[config.mk]
export PLATFORM = sky130hd
export DESIGN_NAME = lane_aligner
export DESIGN_NICKNAME = d
export VERILOG_FILES = /design/src/rtl/lane_pkg.sv /design/src/rtl/lane_offset_calc.sv /design/src/rtl/lane_shifter.sv /design/src/rtl/lane_aligner.sv
export SDC_FILE = /design/constraint.sdc
export NUM_CORES = 1
export LEC_CHECK = 0
export BUFFER_PORTS_ARGS = -buffer_cell sky130_fd_sc_hd__buf_2
export CORE_UTILIZATION = 48
export DETAILED_ROUTE_END_ITERATION = 6
export PLACE_DENSITY = 0.78
export SETUP_SLACK_MARGIN = 0.05
export SYNTH_ARGS = -nofsm -noshare
export SYNTH_HDL_FRONTEND = slang
export SYNTH_SLANG_ARGS = --single-unit
[constraint.sdc]
create_clock -name clk -period 2.95 [get_ports clk]
set_input_delay 0.59 -clock clk [delete_from_list [all_inputs] [get_ports clk]]
set_output_delay 0.59 -clock clk [all_outputs]
set_load 0.01 [all_outputs]
[src/rtl/lane_pkg.sv]
package lane_pkg;

  typedef enum logic [1:0] {
    OP_LOAD  = 2'd0,
    OP_STORE = 2'd1,
    OP_FETCH = 2'd2,
    OP_LOAD2 = 2'd3
  } lane_op_e;

endpackage

[src/rtl/lane_offset_calc.sv]
module lane_offset_calc #(
  parameter int ELEM_BYTES = 8,
  localparam int OFF_W = $clog2(ELEM_BYTES)
) (
  input  logic [OFF_W-1:0] paddr_lo,
  input  logic [OFF_W-1:0] vaddr_lo,
  input  logic [OFF_W-1:0] len_code,
  input  logic             big_endian,
  input  logic             reverse_endian,
  input  logic             is_fetch,
  output logic [OFF_W-1:0] eff_off,
  output logic [OFF_W-1:0] shift_lanes,
  output logic [OFF_W-1:0] fetch_idx,
  output logic             bound_err,
  output logic             fetch_err
);

  localparam logic [OFF_W-1:0] MASK   = OFF_W'(ELEM_BYTES - 1);
  localparam logic [OFF_W:0]   MASK_X = (OFF_W+1)'(ELEM_BYTES - 1);

  logic [OFF_W-1:0] flip_key;
  logic [OFF_W:0]   span_end;
  logic [OFF_W:0]   be_base;

  always_comb begin
    flip_key  = MASK ^ len_code;
    eff_off   = reverse_endian ? (paddr_lo ^ flip_key) : paddr_lo;
    span_end  = {1'b0, eff_off} + {1'b0, len_code};
    bound_err = span_end > MASK_X;
    be_base   = MASK_X - span_end;
    shift_lanes = big_endian ? be_base[OFF_W-1:0] : eff_off;
    fetch_idx = big_endian ? (vaddr_lo ^ flip_key) : vaddr_lo;
    fetch_err = is_fetch && (eff_off[1:0] != 2'b00) &&
                (eff_off[0] || !vaddr_lo[0]);
  end

endmodule

[src/rtl/lane_shifter.sv]
module lane_shifter #(
  parameter int ELEM_BYTES = 8,
  localparam int OFF_W  = $clog2(ELEM_BYTES),
  localparam int DATA_W = 8 * ELEM_BYTES
) (
  input  logic [DATA_W-1:0]     mem_data,
  input  logic [DATA_W-1:0]     store_data,
  input  logic [OFF_W-1:0]      len_code,
  input  logic [OFF_W-1:0]      shift_lanes,
  input  logic [OFF_W-1:0]      fetch_idx,
  output logic [DATA_W-1:0]     load_lanes,
  output logic [DATA_W-1:0]     store_bytes,
  output logic [ELEM_BYTES-1:0] byte_en,
  output logic [DATA_W-1:0]     fetch_bytes
);

  logic [ELEM_BYTES-1:0] keep;
  logic [DATA_W-1:0]     byte_mask;
  logic [OFF_W+2:0]      shift_bits;
  logic [OFF_W+2:0]      fetch_bits;

  for (genvar b = 0; b < ELEM_BYTES; b++) begin : g_lane
    assign keep[b] = (len_code >= OFF_W'(b));
    assign byte_mask[8*b +: 8] = {8{keep[b]}};
  end

  always_comb begin
    shift_bits  = {shift_lanes, 3'b000};
    fetch_bits  = {fetch_idx, 3'b000};
    load_lanes  = (mem_data & byte_mask) << shift_bits;
    store_bytes = (store_data >> shift_bits) & byte_mask;
    byte_en     = keep << shift_lanes;
    fetch_bytes = (mem_data >> fetch_bits) & byte_mask;
  end

endmodule

[src/rtl/lane_aligner.sv]
module lane_aligner
  import lane_pkg::*;
#(
  parameter int ELEM_BYTES = 8,
  localparam int OFF_W  = $clog2(ELEM_BYTES),
  localparam int DATA_W = 8 * ELEM_BYTES
) (
  input  logic                  clk,
  input  logic                  rst,
  input  logic                  req_valid,
  output logic                  req_ready,
  input  logic [1:0]            req_op,
  input  logic [OFF_W-1:0]      req_len,
  input  logic [OFF_W-1:0]      req_paddr_lo,
  input  logic [OFF_W-1:0]      req_vaddr_lo,
  input  logic                  req_big_endian,
  input  logic                  req_reverse_endian,
  input  logic [DATA_W-1:0]     req_mem_data,
  input  logic [DATA_W-1:0]     req_store_data,
  output logic                  rsp_valid,
  input  logic                  rsp_ready,
  output logic [OFF_W-1:0]      rsp_mem_offset,
  output logic [DATA_W-1:0]     rsp_load_data,
  output logic [DATA_W-1:0]     rsp_store_data,
  output logic [ELEM_BYTES-1:0] rsp_byte_en,
  output logic [DATA_W-1:0]     rsp_fetch_data,
  output logic                  rsp_bound_err,
  output logic                  rsp_fetch_err
);

  lane_op_e op;
  logic is_store, is_fetch, is_load, ok, accept;

  logic [OFF_W-1:0]      eff_off, shift_lanes, fetch_idx;
  logic                  bound_err, fetch_err;
  logic [DATA_W-1:0]     load_lanes, store_bytes, fetch_bytes;
  logic [ELEM_BYTES-1:0] byte_en;

  logic                  valid_q;
  logic [OFF_W-1:0]      len_q;

  assign op       = lane_op_e'(req_op);
  assign is_store = (op == OP_STORE);
  assign is_fetch = (op == OP_FETCH);
  assign is_load  = !is_store && !is_fetch;

  lane_offset_calc #(.ELEM_BYTES(ELEM_BYTES)) u_calc (
    .paddr_lo       (req_paddr_lo),
    .vaddr_lo       (req_vaddr_lo),
    .len_code       (req_len),
    .big_endian     (req_big_endian),
    .reverse_endian (req_reverse_endian),
    .is_fetch       (is_fetch),
    .eff_off        (eff_off),
    .shift_lanes    (shift_lanes),
    .fetch_idx      (fetch_idx),
    .bound_err      (bound_err),
    .fetch_err      (fetch_err)
  );

  lane_shifter #(.ELEM_BYTES(ELEM_BYTES)) u_shift (
    .mem_data    (req_mem_data),
    .store_data  (req_store_data),
    .len_code    (req_len),
    .shift_lanes (shift_lanes),
    .fetch_idx   (fetch_idx),
    .load_lanes  (load_lanes),
    .store_bytes (store_bytes),
    .byte_en     (byte_en),
    .fetch_bytes (fetch_bytes)
  );

  assign ok        = !bound_err && !fetch_err;
  assign req_ready = !valid_q || rsp_ready;
  assign accept    = req_valid && req_ready;

  always_ff @(posedge clk) begin
    if (rst) begin
      valid_q        <= 1'b0;
      len_q          <= '0;
      rsp_mem_offset <= '0;
      rsp_load_data  <= '0;
      rsp_store_data <= '0;
      rsp_byte_en    <= '0;
      rsp_fetch_data <= '0;
      rsp_bound_err  <= 1'b0;
      rsp_fetch_err  <= 1'b0;
    end else if (accept) begin
      valid_q        <= 1'b1;
      len_q          <= req_len;
      rsp_mem_offset <= eff_off;
      rsp_load_data  <= (ok && is_load)  ? load_lanes  : '0;
      rsp_store_data <= (ok && is_store) ? store_bytes : '0;
      rsp_byte_en    <= (ok && is_store) ? byte_en     : '0;
      rsp_fetch_data <= (ok && is_fetch) ? fetch_bytes : '0;
      rsp_bound_err  <= bound_err;
      rsp_fetch_err  <= fetch_err;
    end else if (rsp_ready) begin
      valid_q <= 1'b0;
    end
  end

  assign rsp_valid = valid_q;

endmodule

==> metrics.md <==
| Metric | Value |
|---|---|
| Syn_area_per_cell | 8.24 µm² |
| Peak supply drop | 0.410 mV |
| Hold Fails Final Rpt | 0 |
| Largest net degree at the start of global routing | 78 |
| GPL Wtd Cong | 1.02 |
| Async SR Flop Fraction | 0% |
| Top cell type by total area after synthesis | dfxtp_1 |
| Vias/cell | 6.29 |
| Seq/Total Area, Yosys | 34.5% |
| Number of flops mapped to enable cells by yosys | 0 |
| Final Cell Area | 0.0162 mm² |
| Achievable Freq | 368 MHz |
| Initial core utilization | 49.0% |
| Max-slew headroom | 43.2% |
| CTS root buf | clkbuf_16 |
| Startpoint types | input pin |
| Ranking of synthesized cells by area | dfxtp_1 35%, mux2i_1 12%, nand2_1 8.2%, a32oi_1 4.5%, nor2_1 3.8% |
| Total Power | 8.22 mW |
| CP endpoint kind | flop |
| Sink Count | 206 |
| Total CTS buffers | 23 |
| Slew Viols, Final | 0 |
| Tmin final | 2.71 ns |
| Core Util, Final | 66.3% |
| Cell-by-cell trace of the critical path | buf_2, nand2b_1, xnor2_2, ha_1, a221o_4, buf_4, mux2i_1, mux2i_1, a221o_1 |
| DRC | 0 |
| Setup CP Type | in -> reg |
| Most common cell on crit path | mux2i_1 |
| Leakage power | 7.72 nW |
| Nets | 2042 |
| Clock tree buffer depth | 3 |
| Die ar. | 0.0255 mm² |
| Dpl hpwl | 40.0 mm |
| Cell count after synthesis | 1450 |
| Vias in the first global route | 13300 |
| Worst Path Required | 3.35 ns |
| CP Max Fanout | 13 |
| Ys flop type | dfxtp_1 |
| Layout Cells excl Fill | 2228 |
| Drt first-iter violations | 1609 |
| Synth Warn # | 0 |
| Status | complete, no violations |
| Post-Syn Nets | 1601 |
| Yosys top cell area share | 34.5% |
| Yosys cell types | 57 |
| WL per Instance | 23.5 µm |
| Bufs and invs on worst path | 2 |
| Clock Latency Late Sink | 0.53 ns |
| Share of cells above drive strength 1 | 34.1% |
| Vias | 14000 |
| Cell area after synthesis | 0.0119 mm² |
| DIE HEIGHT | 160 µm |
| Commonest non-fill, non-tap cell in the layout | buf_2 |
| Initial antenna violation count | 2 |
| Critical path's largest stage delay | 0.57 ns |
| Max-cap viol count | 0 |
| FF+latch count, synth | 206 |
| CP max stage cell | a221o_4 |
| Global-route wire length before repair | 78.7 mm |
| IO Port Bufs | 351 |
| H-tree levels | 1 |
| Detail Route Antenna Nets | 0 |
| Die Wd | 160 µm |
| R2R Setup Slk | 0.78 ns |
| Worst EP arrival | 3.12 ns |
| Total track usage | 39.7% |
| HP Class | in -> reg |
| Tcrit/Tclk final | 92.0% |
| Pre-antenna DRT Iters | 6 |
| TritonCTS clock tree | built |
| Area grow syn2layout | 35.4% |
| Final setup fails | 0 |
| Power per Cell Area | 508 mW/mm² |
| Dpl cells | 2190 |
| Least-Margin Pin Slew | 0.845 ns |
| Crit path max-delay family | compound AO/OA/AOI/OAI gates |
| Commonest cells after routing, fill and taps aside | 351 x buf_2, 259 x nand2_1, 206 x dfxtp_1 |
| Gr ovfl total | 0 |
| Placement Cell Area | 0.0155 mm² |
| Setup TNS | 0 ns |
| RSZ-0062 raised after global routing | false |
| Core area | 0.0244 mm² |
| Std-Cell Rows | 57 |
| IO Pins | 352 |
| Clock-pin slew on the worst setup and hold paths | 0.06 ns |
| Total wire length | 52.3 mm |
| Clk_skew | 0.0188 ns |
-- worst paths after layout --
path | end | startpoint | cells after the start
setup / recovery | rsp_store_data[7] | req_len[0] | 9
hold reg to reg | rsp_store_data[53] | rsp_store_data[53] | 2
hold / removal | rsp_store_data[61] | req_store_data[61] | 2
setup reg to reg | rsp_fetch_data[63] | rsp_valid | 9
-- where the power goes --
part	internal, mW	switching (mW)	total [mW]
Clock	1.50	1.18	2.68
Sequential	2.84	0.0421	2.88
Combinational	1.11	1.55	2.66
-- cell usage after synthesis, drive strengths merged, types with 20 or more instances --
library cell / n
o2bb2ai: 20
a221oi: 25
nor2: 122
and3: 24
nor3: 33
buf: 46
o21ai: 82
a21oi: 31
a22o: 26
a211oi: 20
a22oi: 33
a221o: 36
mux2i: 147
nand2: 260
a32oi: 62
nand3: 26
dfxtp: 206
clkbuf: 90
a31oi: 25
-- layout make-up --
class	instances	area [µm²]
Clock buffer	29	628
Timing Repair Buffer	552	3570
Sequential cell	206	4120
Clock inverter	8	51.3
Inverter	15	56.3
Antenna cell	1	2.50
Fill cell	2112	8220
Multi-Input combinational cell	1093	7340
Tap cell	324	405
-- metrics by stage --
stage	worst slack, ns	hold slack, ns
2_1_floorplan	-0.0986	0.463
3_5_place_dp	-0.267	0.442
3_3_place_gp	-0.221	0.430
5_1_grt	0.0967	0.354
6_report	0.235	0.334
4_1_cts	0.272	0.331
-- metal layers --
layer | track usage, % | share of wire [%] | vias to the layer above
met1 | 49.3 | 37 | 6521
met2 | 65.5 | 46 | 1044
met3 | 7.51 | 11 | 179
met4 | 19.9 | 5.4 | 2
li1 | - | - | 6261
met5 | 0 | 0.027 | -
-- flip-flops by register name, indices dropped and copies added, names as in the netlist --
signal / flops
rsp_valid: 1
rsp_fetch_data: 64
rsp_byte_en: 8
rsp_load_data: 64
rsp_store_data: 64
rsp_bound_err: 1
rsp_mem_offset: 3
rsp_fetch_err: 1
-- worst reg2reg max path: cells and delay by family, from the launching register on --
family,cells,cell delay [ns]
buffers and inverters,3,0.58
AOI/OAI and AO/OA,2,0.46
DFF,1,0.30
and+or+nand+nor,4,0.78
-- timing repair --
action | CTS | global route
gates resized for setup | 0 | 1
hold buffers | 0 | 0
setup endpoints to repair | 0 | 1
endpoints found under the hold margin | 0 | 0
setup buffers | 0 | 0
-- logic make-up (layout without fill, tap and decap cells) --
logic type	Yosys count	after routing	share of synthesized area, %
adders and majority gates	7	7	0.712
AOI/OAI and AO/OA	386	386	24.5
xor gates and xnor gates	11	11	0.807
and+or+nand+nor	516	516	18.8
other	0	1	0
buffers and inverters	151	604	5.15
DFF	206	206	34.5
muxes	173	173	15.5
(Power assumes the default switching activity.)
